## src/rtl/owb_pkg.sv

```systemverilog
package owb_pkg;

   // slot phases
   typedef enum logic [1:0] {
      PH_IDLE = 2'd0,
      PH_LOW  = 2'd1,
      PH_WAIT = 2'd2
   } owb_phase_e;

   // default control word layout
   localparam int unsigned OWB_CTL_W     = 32;
   localparam int unsigned OWB_PULSE_LSB = 10;
   localparam int unsigned OWB_PULSE_W   = 10;
   localparam int unsigned OWB_DELAY_LSB = 2;
   localparam int unsigned OWB_DELAY_W   = 8;

endpackage

```

## src/rtl/owb_tick_gen.sv

```systemverilog
module owb_tick_gen #(
   parameter int unsigned CLK_DIV = 100
) (
   input  logic clk,
   input  logic rst_n,
   input  logic restart,
   output logic tick
);

   localparam int unsigned PC_W = (CLK_DIV > 1) ? $clog2(CLK_DIV) : 1;

   initial begin
      assert (CLK_DIV >= 1) else $error("owb_tick_gen: CLK_DIV must be at least 1");
   end

   generate
      if (CLK_DIV == 1) begin : g_direct
         assign tick = 1'b1;
      end else begin : g_count
         logic [PC_W-1:0] pc_q;
         localparam logic [PC_W-1:0] PC_LAST = PC_W'(CLK_DIV - 1);

         always_ff @(posedge clk) begin
            if (!rst_n || restart) begin
               pc_q <= '0;
            end else if (pc_q == PC_LAST) begin
               pc_q <= '0;
            end else begin
               pc_q <= pc_q + 1'b1;
            end
         end

         assign tick = (pc_q == PC_LAST);

         AST_TICK_GAP: assert property (@(posedge clk) disable iff (!rst_n)
            (tick && !restart) |=> !tick);
         AST_RESTART_PHASE: assert property (@(posedge clk) disable iff (!rst_n)
            restart |=> !tick);
      end
   endgenerate

endmodule

```

## src/rtl/owb_slot_ctrl.sv

```systemverilog
module owb_slot_ctrl
   import owb_pkg::*;
#(
   parameter int unsigned PULSE_W = OWB_PULSE_W,
   parameter int unsigned DELAY_W = OWB_DELAY_W
) (
   input  logic               clk,
   input  logic               rst_n,
   input  logic               wr,
   input  logic [PULSE_W-1:0] pulse_len,
   input  logic [DELAY_W-1:0] delay_len,
   input  logic               tick,
   input  logic               line_in,
   output logic               accept,
   output logic               line_pull,
   output logic               done,
   output logic               sample
);

   localparam int unsigned CNT_W = (PULSE_W > DELAY_W) ? PULSE_W : DELAY_W;
   localparam logic [CNT_W-1:0] CNT_ONE = CNT_W'(1);

   initial begin
      assert (PULSE_W >= 1 && DELAY_W >= 1) else $error("owb_slot_ctrl: field widths must be nonzero");
   end

   owb_phase_e       ph_q;
   logic [CNT_W-1:0] cnt_q;
   logic [CNT_W-1:0] dly_q;
   logic [CNT_W-1:0] dly_eff;
   logic             done_q;
   logic             smp_q;

   // a zero delay still waits one tick so the sample never sees the own drive
   assign dly_eff = (delay_len == '0) ? CNT_ONE : CNT_W'(delay_len);
   assign accept  = wr && (ph_q == PH_IDLE);

   always_ff @(posedge clk) begin
      if (!rst_n) begin
         ph_q   <= PH_IDLE;
         cnt_q  <= '0;
         dly_q  <= '0;
         done_q <= 1'b1;
         smp_q  <= 1'b0;
      end else if (accept) begin
         done_q <= 1'b0;
         dly_q  <= dly_eff;
         if (pulse_len != '0) begin
            ph_q  <= PH_LOW;
            cnt_q <= CNT_W'(pulse_len);
         end else begin
            ph_q  <= PH_WAIT;
            cnt_q <= dly_eff;
         end
      end else if (tick) begin
         unique case (ph_q)
            PH_LOW: begin
               if (cnt_q == CNT_ONE) begin
                  ph_q  <= PH_WAIT;
                  cnt_q <= dly_q;
               end else begin
                  cnt_q <= cnt_q - 1'b1;
               end
            end
            PH_WAIT: begin
               if (cnt_q == CNT_ONE) begin
                  ph_q   <= PH_IDLE;
                  done_q <= 1'b1;
                  smp_q  <= line_in;
               end else begin
                  cnt_q <= cnt_q - 1'b1;
               end
            end
            default: begin
               cnt_q <= cnt_q;
            end
         endcase
      end
   end

   assign line_pull = (ph_q == PH_LOW);
   assign done      = done_q;
   assign sample    = smp_q;

   AST_DONE_CLEARS: assert property (@(posedge clk) disable iff (!rst_n)
      accept |=> !done);
   AST_PULL_NOT_DONE: assert property (@(posedge clk) disable iff (!rst_n)
      line_pull |-> !done);
   AST_RELEASED_AT_DONE: assert property (@(posedge clk) disable iff (!rst_n)
      $rose(done) |-> !line_pull);
   AST_SAMPLE_HOLD: assert property (@(posedge clk) disable iff (!rst_n)
      (done && !wr) |=> $stable(sample));
   AST_ZERO_PULSE: assert property (@(posedge clk) disable iff (!rst_n)
      (accept && pulse_len == '0) |=> !line_pull);
   AST_BUSY_IGNORED: assert property (@(posedge clk) disable iff (!rst_n)
      (wr && !done) |=> $stable(dly_q));

endmodule

```

## src/rtl/owb_slot_timer.sv

```systemverilog
module owb_slot_timer
   import owb_pkg::*;
#(
   parameter int unsigned CLK_DIV   = 100,
   parameter int unsigned CTL_W     = OWB_CTL_W,
   parameter int unsigned PULSE_LSB = OWB_PULSE_LSB,
   parameter int unsigned PULSE_W   = OWB_PULSE_W,
   parameter int unsigned DELAY_LSB = OWB_DELAY_LSB,
   parameter int unsigned DELAY_W   = OWB_DELAY_W
) (
   input  logic             clk,
   input  logic             rst_n,
   input  logic             ctl_wr,
   input  logic [CTL_W-1:0] ctl_wdata,
   output logic             stat_done,
   output logic             stat_bit,
   output logic             line_pull,
   input  logic             line_in
);

   initial begin
      assert (DELAY_LSB + DELAY_W <= PULSE_LSB) else $error("owb_slot_timer: delay field overlaps pulse field");
      assert (PULSE_LSB + PULSE_W <= CTL_W) else $error("owb_slot_timer: pulse field exceeds control word");
   end

   logic [PULSE_W-1:0] pulse_len;
   logic [DELAY_W-1:0] delay_len;
   logic               tick;
   logic               accept;
   logic               unused_ctl;

   assign pulse_len  = ctl_wdata[PULSE_LSB +: PULSE_W];
   assign delay_len  = ctl_wdata[DELAY_LSB +: DELAY_W];
   assign unused_ctl = ^ctl_wdata;

   owb_tick_gen #(
      .CLK_DIV (CLK_DIV)
   ) u_tick (
      .clk     (clk),
      .rst_n   (rst_n),
      .restart (accept),
      .tick    (tick)
   );

   owb_slot_ctrl #(
      .PULSE_W (PULSE_W),
      .DELAY_W (DELAY_W)
   ) u_ctrl (
      .clk       (clk),
      .rst_n     (rst_n),
      .wr        (ctl_wr),
      .pulse_len (pulse_len),
      .delay_len (delay_len),
      .tick      (tick),
      .line_in   (line_in),
      .accept    (accept),
      .line_pull (line_pull),
      .done      (stat_done),
      .sample    (stat_bit)
   );

   AST_RESET_IDLE: assert property (@(posedge clk)
      $past(!rst_n) && !rst_n |-> (stat_done && !stat_bit && !line_pull));

endmodule

```

## config.mk

```make
export PLATFORM = sky130hd
export DESIGN_NAME = owb_slot_timer
export DESIGN_NICKNAME = d
export VERILOG_FILES = /design/src/rtl/owb_pkg.sv /design/src/rtl/owb_tick_gen.sv /design/src/rtl/owb_slot_ctrl.sv /design/src/rtl/owb_slot_timer.sv
export SDC_FILE = /design/constraint.sdc
export NUM_CORES = 1
export LEC_CHECK = 0
export BUFFER_PORTS_ARGS = -buffer_cell sky130_fd_sc_hd__buf_2
export CORE_MARGIN = 2
export CORE_UTILIZATION = 30
export DETAILED_ROUTE_END_ITERATION = 8
export PLACE_DENSITY = 0.52
export SLEW_MARGIN = 40
export SYNTH_ARGS = -nofsm -noshare
export SYNTH_HDL_FRONTEND = slang
export SYNTH_SLANG_ARGS = --single-unit
```

## constraint.sdc

```tcl
create_clock -name clk -period 2.4 [get_ports clk]
set_input_delay 0.36 -clock clk [delete_from_list [all_inputs] [get_ports clk]]
set_output_delay 0.36 -clock clk [all_outputs]
set_load 0.02 [all_outputs]
```

Word-level counts from Yosys, hierarchy flattened
Index checks and enable logic that the tools add are counted.
{ "totals": {"ff_bits": 31, "latchBits": 0, "ram_bits": 0, "romBits": 0, "out_inout_bits": 3, "memories": 0} }
{ "op_classes": {"addsub": 2, "multipliers": 0, "div_mod_pow": 0, "n_lt_le_gt_ge": 0, "n_eq_ne": 7, "shift": 0, "muxes": 17, "n_bitwise": 1, "reduce_logical": 15} }
{ "ops": {"columns": ["op", "n"], "rows": [
  ["10-bit 2-to-1 mux", 5],
  ["10-bit one-hot mux with 2 select lines", 1],
  ["10-bit by 1-bit == test with 1-bit output, second input constant", 1],
  ["2-bit 2-to-1 mux", 5],
  ["10-bit nonzero test", 1],
  ["10-bit by 1-bit subtractor with 10-bit output, second input constant", 1],
  ["8-bit zero test", 1],
  ["8-bit 2-to-1 mux", 1],
  ["4-bit AND reduction", 2],
  ["7-bit by 1-bit adder with 7-bit output, second input constant", 1],
  ["7-bit == test, second input constant", 1],
  ["3-bit AND reduction", 2],
  ["2-bit nonzero test", 3],
  ["1-bit 2-to-1 mux", 4],
  ["2-bit one-hot mux with 2 select lines", 1],
  ["3-bit by 1-bit != test with 1-bit output, second input constant", 1],
  ["3-bit by 2-bit != test with 1-bit output, second input constant", 1],
  ["3-bit != test, second input constant", 1],
  ["3-bit nonzero test", 1],
  ["2-bit by 1-bit == test with 1-bit output, second input constant", 1],
  ["2-bit == test, second input constant", 1],
  ["2-bit zero test", 1],
  ["2-bit OR reduction", 1],
  ["1-bit logical AND", 1],
  ["other kinds (3)", 3]
]} }

Logic depth before layout (Yosys ltp)
Gate-level depths: netlist of the first run.
{ "depth": {"depth_word": 5, "mapped_depth": 8, "ltp_nobuf": 7} }

Modules after synthesis
A second synthesis of the first run with hierarchy kept.
{ "hier_totals": {"hier_cells": 207, "area_unflattened_um2": 1781.7} }
{ "modules_own_cells": {"columns": ["module", "n_inst", "cells_per_inst", "area_per_inst_um2", "seq_area_each_um2"], "rows": [
  ["owb_slot_ctrl", 1, 173, 1471.4, 440.4],
  ["owb_tick_gen", 1, 34, 310.3, 140.1]
]} }

Worst setup path before layout of the first run
Ideal clock, no wire load.
{ "synth_timing": {"path_kind": "in2reg", "start": "in ctl_wdata[15]", "end": "reg u_ctrl.cnt_q[5]", "setup_ns": 0.084, "arrival_ns": 1.690, "required_ns": 2.316, "slack_ns": 0.626, "cell_stages": 5, "n_path_buf": 0, "cell_sequence": "or4_4 nor4_4 a211oi_1 a31o_1 o31ai_2"} }
{ "synth_via": {"elab_chain_len": 3} }
{ "synth_rtl": {"columns": ["item", "line", "text"], "rows": [
  ["start, declared", "owb_slot_timer.sv:14", "input logic [CTL_W-1:0] ctl_wdata,"],
  ["10-bit nonzero test", "owb_slot_ctrl.sv:48", "if (pulse_len != '0) begin"],
  ["10-bit 2-to-1 mux *", "owb_slot_ctrl.sv:48", null],
  ["10-bit 2-to-1 mux *", "owb_slot_ctrl.sv:45", "end else if (accept) begin"],
  ["end signal, assigned", "owb_slot_ctrl.sv:50", "cnt_q <= CNT_W'(pulse_len);"],
  ["end signal, assigned", "owb_slot_ctrl.sv:53", "cnt_q <= dly_eff;"],
  ["end signal, assigned", "owb_slot_ctrl.sv:60", "cnt_q <= dly_q;"],
  ["end, declared", "owb_slot_ctrl.sv:28", "logic [CNT_W-1:0] cnt_q;"]
]} }
Every way passes the cells marked *; elsewhere a longest branch is shown, timed or not.
A chain may end at the register's enable or synchronous reset.

Final worst setup path of the first run
{ "layout_timing": {"start": "reg u_tick.g_count.pc_q[0]", "end": "reg u_ctrl.cnt_q[5]"} }
{ "layout_via": {"elab_chain_len": 3} }
{ "layout_rtl": {"columns": ["item", "line", "text"], "rows": [
  ["start, declared", "owb_tick_gen.sv:20", "logic [PC_W-1:0] pc_q;"],
  ["start signal, assigned", "owb_tick_gen.sv:29", "pc_q <= pc_q + 1'b1;"],
  ["7-bit == test", "owb_tick_gen.sv:33", "assign tick = (pc_q == PC_LAST);"],
  ["2-bit nonzero test (no line)", null, null],
  ["3-bit AND reduction (no line)", null, null]
]} }
No other way between the ends.

==> impl_metrics.yaml, run 1 <==
pwr:
  comb_power_share_pct: 30.1
  net-switching-power_mw: 0.521
  power_leakage_nw: 0.817
  power.density_nw_per_um2: 790
  netSwitchingFraction_pct: 32.3
  p_seq_share_pct: 37.3
  finalPower_mw: 1.61
  peakVddDrop_mv: 0.260
  p_int_mw: 1.09
  clock_power_share_pct: 32.6
setup_path:
  worst_ep_arrival_time_ps: 2310
  cp-startpoint: "u_tick.g_count.pc_q[0]"
  worst-endpoint-required_ps: 2600
  timing.rr.start: "u_tick.g_count.pc_q[0]"
  sort_of_element_at_the_end_of_the_critical_path: "register"
  worst_path_maximum_fanout: 9
  worst-setup-path-type: "reg2reg"
  r2r_slack_ps: 290
  start_kind: "register"
  critical_path.reg2reg.endpoint: "u_ctrl.cnt_q[5]"
  r2r.worst_path.cells: 6
min_path:
  min_delay_path_depth: 3
  min_path_type: "in2reg"
  holdPathEnd: "u_ctrl.sample"
  holdCritStartpoint: "line_in"
synthesis:
  synthesis.instances: 205
  postSynth.asyncResetShare_pct: 0
  syn_nets: 248
  synth-edff-count: 0
  yosys_most_used_dff: "dfxtp_1"
  yosys_warnings: 0
  total_of_flip_flops_plus_latches_after_synthesis: 29
  fraction_of_post_synthesis_cell_area_in_the_top_cell_type_by_area_pct: 33.4
  cell_accounting_for_the_most_synthesized_area: "dfxtp_1"
  ys_top_cells_by_area: "dfxtp_1 (33%), nand2_1 (5.8%), ha_1 (5.0%), a21boi_0 (3.9%), nand3_1 (3.7%)"
  synthesis.area_um2: 1740
  yosys.cell_types.count: 56
  syn-mean-instance-area_um2: 8.48
  synth-seq-area-share_pct: 33.4
route:
  detailroute.via_count: 1533
  vias_per_cell: 5.03
  drtPass1Iterations: 4
  route.detailed.wl_per_inst_um: 13.5
  postRouteWirelength_mm: 4.12
  antenna_left: 0
  initialDrtViolationCount: 63
  drc: 0
cts:
  cts_repair_resize_count: 0
  insertion_delay_ps: 280
  cts_tree: "built"
  cts.sink_count: 29
  clk_transition_reported_paths_ps: 70
  cts_setup_buffers: 0
  cts-htree-levels: 2
  cts_root_buffer: "clkbuf_8"
  max-clock-path-buffers: 2
  cts_buffers: 5
  postCtsHoldBufs: 0
floorplanning:
  start_util_pct: 31.4
  design.die.area_um2: 6420
  total_i_o_pin_count: 39
  fp.dieW_um: 80.1
  die_height_um: 80.1
  core_area_um2: 5540
  placement_rows: 27
sta:
  clock-skew-final_ps: 6.49
  timing.max_slew.rel_slack_pct: 56.6
  report.final.slew_viol_count: 0
  timing_hold_violations_final: 0
  fmax_mhz: 475
  fin_setup_tns_ps: 0
  setup_viol: 0
  tightest_pin_transition_ps: 650
  layout_worst_path_cycle_share_pct: 87.8
  setup_repair_after_global_routing_missed_its_margin: "false"
  fin_crit_ps: 2110
flow_run:
  drv_cap: 0
final_layout:
  fillerInstances: 620
  multi_input_area_um2: 1060
  layout_common_cells: "dfxtp_1 (29), nand2_1 (27), buf_2 (24)"
  design.final.nets: 275
  diodes: 0
  area.growth.synth_to_final_pct: 17.6
  sequential_cell_area_um2: 581
  layout-drive-gt1-share_pct: 20.6
  layout.cells.most_common: "dfxtp_1"
global_route:
  grt_overflow_total: 0
  global_route_wire_length_before_repair_mm: 7.09
  grt_start_max_net_pins: 29
  antenna_found_initial: 0
  track_usage_pct: 14.2
  first_global_vias: 1465
run_status:
  status: "completed"
place:
  gpl.final_weighted_congestion: 0.749
  detailedPlacementHpwl_mm: 3.08
  io_buffers: 24
## cell families (layout without fill, tap and decap cells)
family / after synthesis / after routing / synth area share, %
buffers and inverters: 19 / 47 / 5.54
DFF: 29 / 29 / 33.4
xor gates and xnor gates: 8 / 8 / 4.03
AOI/OAI and AO/OA: 52 / 52 / 21.8
adders and majority gates: 7 / 7 / 5.04
and+or+nand+nor: 85 / 85 / 27.1
muxes: 5 / 5 / 3.02
## worst max path at each step
stage	endpoint	cells past startpoint
2_1_floorplan	u_ctrl.cnt_q[5]	5
3_3_place_gp	u_ctrl.cnt_q[5]	6
3_5_place_dp	u_ctrl.cnt_q[5]	6
4_1_cts	u_ctrl.cnt_q[5]	6
5_1_grt	u_ctrl.cnt_q[9]	6
6_report	u_ctrl.cnt_q[5]	6
## cells in the mapped netlist, drive strengths merged, types with 2 or more instances
master / number
mux2i: 3
clkbuf: 3
mux2: 2
nor2: 15
xor2: 5
a2bb2oi: 2
nor4b: 2
inv: 10
dfxtp: 29
o21ai: 7
a21o: 3
and3: 3
o31ai: 3
and2: 2
a21oi: 9
nand3: 13
ha: 7
nand4: 2
a21boi: 9
xnor2: 3
o211ai: 3
o2111ai: 3
a211oi: 2
nor4: 5
buf: 5
or4: 3
nor3: 5
nand2: 27
or2: 2
a31oi: 2
## through the flow
| step | utilization (%) | hold slack, ps | setup slack (ps) | std cells | instance area (um2) |
|---|---|---|---|---|---|
| after floorplan | - | 413 | 626 | 205 | 1740 |
| after global placement | 34.8 | 430 | 263 | 297 | 1930 |
| after global routing | 36.9 | 344 | 61.7 | 305 | 2040 |
| final | 36.9 | 339 | 293 | 305 | 2040 |
| after CTS | 36.9 | 334 | 277 | 305 | 2040 |
| after detailed placement | 34.8 | 430 | 292 | 297 | 1930 |
## power groups by stage
stage / combinational [mW] / clock [mW] / sequential, mW
4_1_cts: 0.491 / 0.544 / 0.602
3_3_place_gp: 0.488 / 0 / 0.613
5_1_grt: 0.561 / 0.557 / 0.613
6_report: 0.486 / 0.526 / 0.603
3_5_place_dp: 0.489 / 0 / 0.613
2_1_floorplan: 0.377 / 0 / 0.601
## area by class of cell
| type | instances | share of cell area (%) |
|---|---|---|
| well taps | 72 | 4.41 |
| inverters | 10 | 1.84 |
| clock buffers | 7 | 4.23 |
| flip-flops and latches | 29 | 28.4 |
| repair buffers | 29 | 7.72 |
| clock inverters | 1 | 1.47 |
| multi-input cells | 157 | 51.9 |
## critical path: stages, from the launching register on
cell and delay (ps):
dfxtp_1 340, ha_1 210, nor4bb_1 400, and4b_1 350, a21o_1 340, nand2_1 150
o31ai_2 250
## per-layer routing
metal	GRT usage, %	share of wire (%)	vias up
met5	0	0	-
met2	21.2	42	24
met4	5.08	1.6	0
met3	2.92	3.3	7
met1	20.3	53	696
li1	-	-	806
## sequential cells by signal, indices dropped and copies added (netlist names)
name / flops
u_ctrl.cnt_q: 10
u_ctrl.done: 1
u_tick.g_count.pc_q: 7
u_ctrl.ph_q: 2
u_ctrl.dly_q: 8
u_ctrl.sample: 1
No activity file was read; power rests on OpenSTA's default activity.
==> run 2, diff against run 1 <==
- PLACE_DENSITY: 0.52 -> unset
==> impl_metrics.yaml, run 2 (synthesis results as in run 1) <==
route:
  vias_per_cell: 5.15
  antenna_left: 0
  postRouteWirelength_mm: 3.97
  drtPass1Iterations: 4
  initialDrtViolationCount: 47
  detailroute.via_count: 1570
  drc: 0
  route.detailed.wl_per_inst_um: 13.0
global_route:
  grt_overflow_total: 0
  track_usage_pct: 13.6
  first_global_vias: 1515
  global_route_wire_length_before_repair_mm: 6.90
  grt_start_max_net_pins: 29
  antenna_found_initial: 0
floorplanning:
  design.die.area_um2: 6420
  placement_rows: 27
  die_height_um: 80.1
  fp.dieW_um: 80.1
  start_util_pct: 31.4
  total_i_o_pin_count: 39
  core_area_um2: 5540
sta:
  timing.max_slew.rel_slack_pct: 54.3
  timing_hold_violations_final: 0
  setup_repair_after_global_routing_missed_its_margin: "false"
  fin_crit_ps: 2110
  tightest_pin_transition_ps: 684
  fmax_mhz: 473
  layout_worst_path_cycle_share_pct: 88.1
  setup_viol: 0
  setup_slack_ps: 285
  report.final.slew_viol_count: 0
  clock-skew-final_ps: 6.46
  fin_setup_tns_ps: 0
final_layout:
  fillerInstances: 610
  area.growth.synth_to_final_pct: 15.6
  layout_common_cells: "dfxtp_1 (29), nand2_1 (27), buf_2 (24)"
  largest_register_ff_count: 10
  design.final.nets: 275
  finish.cell_count_without_fillers: 305
  final_core_utilization_pct: 36.3
  regMostFlops: "u_ctrl.cnt_q"
  layout-drive-gt1-share_pct: 20.6
  top_regs: "u_ctrl.cnt_q x10, u_ctrl.dly_q x8, u_tick.g_count.pc_q x7"
  layout.cells.most_common: "dfxtp_1"
  diodes: 0
cts:
  postCtsHoldBufs: 0
  cts_repair_resize_count: 0
  insertion_delay_ps: 280
  cts.sink_count: 29
  cts_setup_buffers: 0
  cts_buffers: 5
  cts_tree: "built"
  cts_root_buffer: "clkbuf_8"
  max-clock-path-buffers: 2
  clk_transition_reported_paths_ps: 70
  cts-htree-levels: 2
place:
  detailedPlace.worstSlack_ps: 288
  io_buffers: 24
  detailedPlacementHpwl_mm: 2.88
  gpl.final_weighted_congestion: 0.725
  place_inst: 297
setup_path:
  start_kind: "register"
  crit_path_buffers_inverters: 0
  list_of_cells_traversed_by_the_critical_path: "ha_1, nor4bb_1, and4b_1, a21o_1, nand2_1, o31ai_2"
  worst-endpoint-required_ps: 2600
  worst_path_dominant_cell_family: "simple AND/OR/NAND/NOR gates"
  timing.critical_path.slowest_stage_cell: "nor4bb_1"
  r2r_slack_ps: 290
  critPathMaxStageDelay_ps: 370
  sort_of_element_at_the_end_of_the_critical_path: "register"
  worst_ep_arrival_time_ps: 2310
  worst-setup-path-type: "reg2reg"
  worst_path_maximum_fanout: 9
pwr:
  finalPower_mw: 1.49
  power_leakage_nw: 0.803
  peakVddDrop_mv: 0.355
  power.density_nw_per_um2: 739
run_status:
  status: "completed"
flow_run:
  drv_cap: 0
min_path:
  min_path_type: "in2reg"
## run 2: changes by cell type in the layout (fill, tap and decap cells not counted)
cell       delta
bufinv_16     -1
clkinv_2      +2
clkbuf_8      -1
## run 2: metrics by stage
stage | area (um2) | hold WS (ps)
after global routing | 2010 | 366
after CTS | 2010 | 344
after global placement | 1930 | 426
final | 2010 | 346
after floorplan | 1740 | 413
after detailed placement | 1930 | 434
## run 2: layout make-up
cell class                      instances  area [um2]  area share [%]
Clock buffer                            6        72.6            3.61
Inverter                               10        37.5            1.87
Tap cell                               72        90.1            4.48
Clock inverter                          2        10.0           0.498
Sequential cell                        29         581            28.9
Multi-Input combinational cell        157        1060            52.8
Timing Repair Buffer                   29         158            7.85
## run 2: worst register-to-register path, delay by kind of cell (launching register included)
family / cells / cell delay (ps)
AO/OA/AOI/OAI: 2 / 600
adder cells (fa/ha/maj): 1 / 210
flip-flops: 1 / 340
AND/OR/NAND/NOR: 3 / 870
## run 2: routing by layer
metal  GRT usage (%)  vias to the layer above  wire length, um
met5               0                        -                0
li1                -                      800                -
met3            2.70                        4              124
met2            21.5                       27             1780
met4            6.27                        0               42
met1            17.8                      739             2020
## run 2: worst paths after layout
path / endpoint / depth (start not counted) / start
worst min register to register: u_tick.g_count.pc_q[0] / 1 / u_tick.g_count.pc_q[0]
worst max register to register: u_ctrl.cnt_q[5] / 6 / u_tick.g_count.pc_q[0]
worst min-delay path: u_ctrl.sample / 3 / line_in
worst max-delay path: u_ctrl.cnt_q[5] / 6 / u_tick.g_count.pc_q[0]
## run 2: power by group
| group | total, mW | leakage, nW | switching, mW | internal, mW |
|---|---|---|---|---|
| logic | 0.494 | 0.520 | 0.270 | 0.224 |
| clock network | 0.388 | 0.0450 | 0.188 | 0.200 |
| registers | 0.603 | 0.238 | 0.0648 | 0.538 |
| total | 1.49 | 0.803 | 0.523 | 0.963 |
==> run 3, diff against run 2 <==
- CORE_ASPECT_RATIO: unset -> 1.25
==> impl_metrics.yaml, run 3 (synthesis results as in run 1) <==
global_route:
  global_route_wire_length_before_repair_mm: 6.61
  track_usage_pct: 13.1
  grt_overflow_total: 0
  global_route.usage.met1_pct: 15.5
  first_global_vias: 1461
  grt_start_max_net_pins: 29
  antenna_found_initial: 0
  global_route.usage.met3_pct: 2.71
  groute.layer.met2.usage_pct: 22.2
  gr-max-usage-layer: "met2"
min_path:
  holdPathEnd: "u_ctrl.sample"
  min_path_type: "in2reg"
  min_delay_path_depth: 3
  holdCritStartpoint: "line_in"
setup_path:
  timing.rr.start: "u_tick.g_count.pc_q[0]"
  worst_path_maximum_fanout: 9
  sort_of_element_at_the_end_of_the_critical_path: "register"
  worst-path-stages: 6
  r2r.worst_path.cells: 6
  r2r_slack_ps: 350
  worst_path_dominant_cell_family: "simple AND/OR/NAND/NOR gates"
  list_of_cells_traversed_by_the_critical_path: "ha_1, nor4bb_1, and4b_1, a21o_1, nand2_1, o31ai_2"
  critical_path.reg2reg.endpoint: "u_ctrl.cnt_q[5]"
  worst-endpoint-required_ps: 2600
  start_kind: "register"
  worst-setup-path-type: "reg2reg"
  worst_ep_arrival_time_ps: 2250
  critPathMaxStageDelay_ps: 360
  crit_path_buffers_inverters: 0
  timing.critical_path.slowest_stage_cell: "nor4bb_1"
final_layout:
  top_regs: "u_ctrl.cnt_q x10, u_ctrl.dly_q x8, u_tick.g_count.pc_q x7"
  final_core_utilization_pct: 35.2
  regMostFlops: "u_ctrl.cnt_q"
  fillerInstances: 589
  layout-drive-gt1-share_pct: 20.3
  layout.cells.most_common: "dfxtp_1"
  sequential_cell_area_um2: 581
  design.final.nets: 275
  multi_input_area_um2: 1060
  area.growth.synth_to_final_pct: 15.4
  diodes: 0
  layout_common_cells: "dfxtp_1 (29), nand2_1 (27), buf_2 (24)"
  largest_register_ff_count: 10
pwr:
  power_leakage_nw: 0.802
  peakVddDrop_mv: 0.249
  power.density_nw_per_um2: 746
floorplanning:
  die_height_um: 89.1
  fp.dieW_um: 72.1
  placement_rows: 31
  start_util_pct: 30.5
  design.die.area_um2: 6420
  total_i_o_pin_count: 39
  core_area_um2: 5700
sta:
  layout_worst_path_cycle_share_pct: 85.3
  fin_setup_tns_ps: 0
  setup_viol: 0
  tightest_pin_transition_ps: 667
  clock-skew-final_ps: 6.79
  report.final.slew_viol_count: 0
  hold_ws_ps: 339
  fin_crit_ps: 2050
  timing_hold_violations_final: 0
  fmax_mhz: 489
  setup_repair_after_global_routing_missed_its_margin: "false"
  timing.max_slew.rel_slack_pct: 55.4
cts:
  cts_buffers: 5
  insertion_delay_ps: 280
  postCtsHoldBufs: 0
  max-clock-path-buffers: 2
  clk_transition_reported_paths_ps: 60
  cts-htree-levels: 2
  cts_setup_buffers: 0
  cts_tree: "built"
  cts_repair_resize_count: 0
  cts.sink_count: 29
  cts_root_buffer: "clkbuf_8"
place:
  gpl.final_weighted_congestion: 0.732
  io_buffers: 24
  detailedPlacementHpwl_mm: 2.97
route:
  drc: 0
  detailroute.via_count: 1542
  route.detailed.wl_per_inst_um: 13.6
  vias_per_cell: 5.17
  antenna_left: 0
  drtPass1Iterations: 4
  postRouteWirelength_mm: 4.04
  initialDrtViolationCount: 26
run_status:
  status: "completed"
flow_run:
  drv_cap: 0
run 3: per-stage QoR:
step                      std cells  worst slack [ps]  power, mW  cell area, um2
after global placement          291               284       1.10            1920
final                           298               353       1.50            2010
after detailed placement        291               281       1.11            1920
after floorplan                 205               626      0.978            1740
after global routing            298               189       1.61            2010
after CTS                       298               334       1.52            2010
run 3: worst max path at each step:
stage / start / to / slack, ps
after floorplan: ctl_wdata[15] / u_ctrl.cnt_q[5] / 630
after global placement: ctl_wdata[15] / u_ctrl.cnt_q[5] / 280
after detailed placement: ctl_wdata[15] / u_ctrl.cnt_q[5] / 280
after CTS: u_tick.g_count.pc_q[0] / u_ctrl.cnt_q[5] / 330
after global routing: u_tick.g_count.pc_q[0] / u_ctrl.cnt_q[6] / 190
final: u_tick.g_count.pc_q[0] / u_ctrl.cnt_q[5] / 350
run 3: area by class of cell:
cell class	count	area share, %
clock buffers	7	4.30
well taps	66	4.12
repair buffers	29	7.86
multi-input cells	157	52.9
flip-flops and latches	29	28.9
inverters	10	1.87
run 3: layer usage:
layer / vias up / wire length, um
met5: - / 0
met4: 0 / 51
met3: 5 / 123
met2: 24 / 2000
met1: 708 / 1860
li1: 805 / -
run 3: power by group:
group	leakage [nW]	internal (mW)	switching [mW]	total [mW]
Clock	0.0443	0.227	0.175	0.402
Sequential	0.238	0.538	0.0644	0.603
Combinational	0.520	0.223	0.270	0.493
Total	0.802	0.988	0.509	1.50
run 3: worst register-to-register path, delay by kind of cell, from the launching register on:
family	cells	cell delay [ps]
AOI/OAI and AO/OA	2	590
adders and majority gates	1	200
DFF	1	340
and+or+nand+nor	3	850
